===== config.mk =====
export PLATFORM = sky130hd
export DESIGN_NAME = cpx_responder
export DESIGN_NICKNAME = d
export VERILOG_FILES = /design/src/rtl/cpx_pkg.sv /design/src/rtl/cpx_seq.sv /design/src/rtl/cpx_regbank.sv /design/src/rtl/cpx_responder.sv
export SDC_FILE = /design/constraint.sdc
export NUM_CORES = 1
export LEC_CHECK = 0
export ABC_AREA = 1
export CAP_MARGIN = 20
export CORE_UTILIZATION = 65
export DETAILED_ROUTE_END_ITERATION = 8
export GPL_ROUTABILITY_DRIVEN = 0
export PLACE_DENSITY = 0.84
export SLEW_MARGIN = 25
export SYNTH_ARGS = -nofsm -noshare
export SYNTH_HDL_FRONTEND = slang
export SYNTH_SLANG_ARGS = --single-unit

===== constraint.sdc =====
create_clock -name clk -period 6.04 [get_ports clk]
set_clock_uncertainty 0.05 [all_clocks]
set_input_delay 1.208 -clock clk [delete_from_list [all_inputs] [get_ports clk]]
set_output_delay 1.208 -clock clk [all_outputs]
set_load 0.02 [all_outputs]

===== src/rtl/cpx_pkg.sv =====
package cpx_pkg;

   typedef enum logic [1:0] {
      HS_ABSENT = 2'b00,
      HS_WAIT   = 2'b01,
      HS_GO     = 2'b10,
      HS_LAST   = 2'b11
   } hs_e;

endpackage


===== src/rtl/cpx_seq.sv =====
module cpx_seq
   import cpx_pkg::*;
#(
   parameter int CNT_W = 4
) (
   input  logic             clk,
   input  logic             rst_n,
   input  logic             instr_valid,
   input  logic             instr_accept,
   input  logic             instr_store,
   input  logic [CNT_W-1:0] word_count,
   input  logic             not_ready,
   input  logic             pass_ok,
   output hs_e              code,
   output logic [CNT_W-1:0] xfer_idx,
   output logic             wr_en,
   output logic             dout_en
);

   localparam logic [CNT_W-1:0] ONE_W = CNT_W'(1);

   logic             busy_q;
   logic             store_q;
   logic [CNT_W-1:0] rem_q;
   logic [CNT_W-1:0] idx_q;
   logic             commit;
   logic             start;

   assign start  = !busy_q && instr_valid && instr_accept;
   assign commit = busy_q && !not_ready && pass_ok;

   always_comb begin
      if (!busy_q)        code = HS_ABSENT;
      else if (not_ready) code = HS_WAIT;
      else if (rem_q == ONE_W) code = HS_LAST;
      else                code = HS_GO;
   end

   always_ff @(posedge clk or negedge rst_n) begin
      if (!rst_n) begin
         busy_q  <= 1'b0;
         store_q <= 1'b0;
         rem_q   <= '0;
         idx_q   <= '0;
      end else if (start) begin
         busy_q  <= 1'b1;
         store_q <= instr_store;
         rem_q   <= (word_count == '0) ? ONE_W : word_count;
         idx_q   <= '0;
      end else if (busy_q) begin
         if (not_ready && !pass_ok) begin
            busy_q <= 1'b0;
         end else if (commit) begin
            if (rem_q == ONE_W) begin
               busy_q <= 1'b0;
            end else begin
               rem_q <= rem_q - ONE_W;
               idx_q <= idx_q + ONE_W;
            end
         end
      end
   end

   assign xfer_idx = idx_q;
   assign wr_en    = commit && !store_q;
   assign dout_en  = busy_q && store_q && !not_ready;


   last_then_idle_chk: assert property (@(posedge clk) disable iff (!rst_n)
      (code == HS_LAST && pass_ok) |=> code == HS_ABSENT);


   wait_abort_chk: assert property (@(posedge clk) disable iff (!rst_n)
      (code == HS_WAIT && !pass_ok) |=> code == HS_ABSENT);


   hold_no_pass_chk: assert property (@(posedge clk) disable iff (!rst_n)
      ((code == HS_GO || code == HS_LAST) && !pass_ok) |=>
         ($stable(rem_q) && $stable(idx_q) && busy_q));


   go_continues_chk: assert property (@(posedge clk) disable iff (!rst_n)
      (code == HS_GO && pass_ok) |=> (busy_q && idx_q == $past(idx_q) + ONE_W));


   reject_stays_idle_chk: assert property (@(posedge clk) disable iff (!rst_n)
      (!busy_q && instr_valid && !instr_accept) |=> code == HS_ABSENT);

endmodule


===== src/rtl/cpx_regbank.sv =====
module cpx_regbank #(
   parameter int DATA_W = 32,
   parameter int IDX_W  = 4
) (
   input  logic              clk,
   input  logic              rst_n,
   input  logic              we,
   input  logic [IDX_W-1:0]  idx,
   input  logic [DATA_W-1:0] wdata,
   output logic [DATA_W-1:0] rdata
);

   localparam int DEPTH = 2 ** IDX_W;

   logic [DATA_W-1:0] words [DEPTH];

   for (genvar g = 0; g < DEPTH; g++) begin : g_word
      logic [DATA_W-1:0] q;
      always_ff @(posedge clk or negedge rst_n) begin
         if (!rst_n)                             q <= '0;
         else if (we && idx == IDX_W'(g))        q <= wdata;
      end
      assign words[g] = q;
   end

   assign rdata = words[idx];

endmodule


===== src/rtl/cpx_responder.sv =====
module cpx_responder
   import cpx_pkg::*;
#(
   parameter int DATA_W    = 32,
   parameter int CNT_W     = 4,
   parameter bit GATE_DOUT = 1'b1
) (
   input  logic              clk,
   input  logic              rst_n,
   input  logic              instr_valid,
   input  logic              instr_accept,
   input  logic              instr_store,
   input  logic [CNT_W-1:0]  word_count,
   input  logic              not_ready,
   input  logic              pass_ok,
   input  logic [DATA_W-1:0] data_in,
   output logic [1:0]        hs_code,
   output logic [DATA_W-1:0] data_out
);

   if (DATA_W < 1 || DATA_W > 1024) begin : g_bad_data_w
      $error("cpx_responder: DATA_W out of range");
   end
   if (CNT_W < 1 || CNT_W > 8) begin : g_bad_cnt_w
      $error("cpx_responder: CNT_W out of range");
   end

   hs_e               code;
   logic [CNT_W-1:0]  xfer_idx;
   logic              wr_en;
   logic              dout_en;
   logic [DATA_W-1:0] rd_word;

   cpx_seq #(.CNT_W(CNT_W)) u_seq (
      .clk          (clk),
      .rst_n        (rst_n),
      .instr_valid  (instr_valid),
      .instr_accept (instr_accept),
      .instr_store  (instr_store),
      .word_count   (word_count),
      .not_ready    (not_ready),
      .pass_ok      (pass_ok),
      .code         (code),
      .xfer_idx     (xfer_idx),
      .wr_en        (wr_en),
      .dout_en      (dout_en)
   );

   cpx_regbank #(.DATA_W(DATA_W), .IDX_W(CNT_W)) u_bank (
      .clk   (clk),
      .rst_n (rst_n),
      .we    (wr_en),
      .idx   (xfer_idx),
      .wdata (data_in),
      .rdata (rd_word)
   );

   assign hs_code = code;

   if (GATE_DOUT) begin : g_dout_gated
      assign data_out = dout_en ? rd_word : '0;
   end else begin : g_dout_raw
      assign data_out = rd_word;
   end


   write_needs_pass_chk: assert property (@(posedge clk) disable iff (!rst_n)
      wr_en |-> (pass_ok && (hs_code == 2'b10 || hs_code == 2'b11)));


   wait_when_not_ready_chk: assert property (@(posedge clk) disable iff (!rst_n)
      (not_ready && hs_code != 2'b00) |-> hs_code == 2'b01);

endmodule


==> summary.md <==
| Metric | Value |
|---|---|
| Status | complete, no violations |
| Worst r2r src | u_seq.xfer_idx[0] |
| Post-route ant nets | 0 |
| Simple-gate area share of the yosys netlist | 26.81% |
| Fin cells | 4040 |
| RSZ-0062 raised after global routing | no |
| Mapped Cells | 3558 |
| Initial antenna violation count | 1 |
| Comb pwr share | 36.0% |
| Synthesized area per cell | 7.307 um2 |
| Clk pin slew, worst setup/hold paths | 0.06 ns |
| Hold endpoint | u_bank.g_word[3].q[28] |
| CP endpoint kind | output pin |
| Synth cell types | 26 |
| Vias in the first global route | 21.97k |
| Final hold violations | 0 |
| P_sw | 4.955 mW |
| Synth top area cells | dfrtp_1 (50%), nand2_1 (20%), o21ai_0 (8.0%), inv_1 (8.0%), nand3_1 (5.1%) |
| Core box area | 39010 um2 |
| HP Class | reg2reg |
| All-Layer GR Usage | 35.11% |
| Core Rows | 72 |
| Area grow syn2layout | 9.438% |
| Reg power frac | 36.6% |
| Max Slew Vio Count | 0 |
| Tightest hold margin | 0.4314 ns |
| Peak VDD IR | 293.9 uV |
| Clock power share | 27.4% |
| TritonRoute pass-1 iters | 6 |
| Height of the die | 202.0 um |
| Max Clk Rate | 204.5 MHz |
| R2R depth | 7 |
| WL/cell | 17.13 um |
| Clk sink count | 522 |
| Starting Density | 66.65% |
| Die W | 202.0 um |
| WL final | 69.21 mm |
| Drt via density | 5.617 |
| Seq cells post-synth | 522 |
| Most common cell after layout, fill and taps aside | nand2_1 |
| Period utilization | 80.98% |
| Filler cell count | 2968 |
| Synthesized-area fraction occupied by adder cells | 0.2888% |
| Commonest cells after routing, fill and taps aside | nand2_1 (1359), inv_1 (553), dfrtp_1 (520) |
| Largest family of logic cells by synthesized area | simple AND/OR/NAND/NOR gates |
| Worst hold start | u_bank.g_word[3].q[28] |
| Via count | 22.69k |
| CTS tree | built |
| CTS H-Tree Depth | 2 |
| # port buffers | 76 |
| Setup TNS | 0 ns |
| R2r setup slk | 2.02 ns |
| Maxcap violations | 0 |
| Worst R2R End | u_bank.g_word[14].q[27] |
| Area occupied by multi-input gates | 9718 um2 |
| CP Launch Type | flop |
| Syn_nets | 3607 |
| Mux cell area share after synthesis | 0% |
| First-pass GRT wire length | 113.2 mm |
| CTS Hold Bufs | 0 |
| Slew @ Worst Pin | 1.074 ns |
| Initial DRC Count | 2314 |
| XOR/XNOR Fraction of Synth Area | 0.1348% |
| Final Cell Area | 28450 um2 |
| P_leak | 14.26 nW |
| CP arrival | 3.63 ns |
| Compound-Gate Fraction of Synth Area | 10.14% |
| Clock buffer depth | 3 |
| Critical path type | reg2out |
| Post-CTS Setup Inserts | 0 |
| Worst hold stages | 2 |
| Final Critical Period | 4.891 ns |
| # IOs | 77 |
| PD cells | 451.2 nW/um2 |
| Placed cells | 3946 |
| Layout Nets | 3533 |
| Final setup fails | 0 |
| Crit path max fanout | 110 |
| Sw Ratio | 38.60% |
| DRC | 0 |
| Clk Latency, worst-skew pair | 0.60 ns |
| Largest net degree at the start of global routing | 181 |
| CTS root buf | clkbuf_16 |
| WP data required | 4.78 ns |
| Dpl hpwl | 37.39 mm |
| CTS Buf Count | 53 |
| YS warnings | 0 |
| Synth area leader | dfrtp_1 |
| GR Overflow Total | 0 |
| Register area | 13070 um2 |
| Share of cells above drive strength 1 | 3.976% |
| Cell Area, Placed | 26560 um2 |
| Int Power | 7.881 mW |
| Sequential fraction of the synthesis area | 50.25% |
| Yosys top cell area share | 50.25% |
| Headroom to the max-slew limit | 28.24% |
| Mapped Area | 26000 um2 |
| Resized Gates After CTS | 0 |
| Die Area | 40800 um2 |
==> worst max path at each step <==
stage	start	endpoint	slack, ns	depth (start not counted)
2_1_floorplan	not_ready	data_out[10]	2.52	4
3_3_place_gp	not_ready	data_out[13]	1.40	5
3_5_place_dp	not_ready	data_out[23]	1.26	5
4_1_cts	u_seq.xfer_idx[0]	data_out[19]	1.15	10
5_1_grt	u_seq.xfer_idx[0]	data_out[19]	0.96	10
6_report	u_seq.xfer_idx[0]	data_out[19]	1.15	10
==> layout make-up <==
type / instances / area share (%)
timing repair buffer: 103 / 3.707
inverter: 558 / 7.397
tap: 518 / 2.278
clock inverter: 20 / 1.249
antenna: 1 / 0.008795
multi-input combinational: 2246 / 34.16
clock buffer: 72 / 5.264
sequential: 522 / 45.94
==> power groups by stage <==
| stage | registers [mW] | logic [mW] | clock network [mW] |
|---|---|---|---|
| 2_1_floorplan | 4.57 | 3.34 | 0 |
| 3_3_place_gp | 4.68 | 4.36 | 0 |
| 3_5_place_dp | 4.73 | 4.49 | 0 |
| 4_1_cts | 4.68 | 4.55 | 3.54 |
| 5_1_grt | 4.77 | 5.21 | 3.69 |
| 6_report | 4.69 | 4.62 | 3.52 |
==> logic make-up (layout without fill, tap and decap cells) <==
group	count (synthesis)	after routing
AO/OA/AOI/OAI	525	525
XOR/XNOR	4	4
adder cells (fa/ha/maj)	6	6
buffers and inverters	790	753
flip-flops	522	522
other	0	1
AND/OR/NAND/NOR	1711	1711
==> sequential cells by signal (all words and copies together) (netlist names) <==
signal,flops
u_seq.busy_q,1
u_seq.store_q,1
u_bank.g_word.q,512
u_seq.rem_q,4
u_seq.xfer_idx,4
==> worst max-delay path: stages (launching register included) <==
cell	delay [ns]
dfrtp_4	0.63
inv_8	0.56
buf_4	0.48
nand2_1	0.09
nand3_1	0.09
nand2_1	0.08
nand2_1	0.06
nand2_1	0.06
nor2_1	0.26
nor2_1	0.09
clkdlybuf4s50_1	0.58
==> synth_stat cells (all sizes together) <==
cell type / count
o21ai: 520
o22ai: 1
nor2: 71
a21oi: 1
o211ai: 3
nand3: 279
clkbuf: 133
nand2: 1360
xor2: 4
nor3: 1
buf: 99
inv: 558
ha: 6
dfrtp: 522
==> layer usage <==
metal	track usage, %	routed length (um)
met5	0	0
met4	15.91	2998
met2	57.71	32460
met1	45.88	27570
met3	5.869	6189
==> stage by stage <==
| stage | setup WS, ns | total power, mW | utilization (%) |
|---|---|---|---|
| finish | 1.149 | 12.84 | 72.94 |
| global route | 0.9581 | 13.67 | 72.93 |
| CTS | 1.151 | 12.77 | 72.84 |
| detailed placement | 1.264 | 9.214 | 68.09 |
| global placement | 1.397 | 9.039 | 68.09 |
| floorplan | 2.522 | 7.918 | - |
Power figures use the tool's default switching activity.
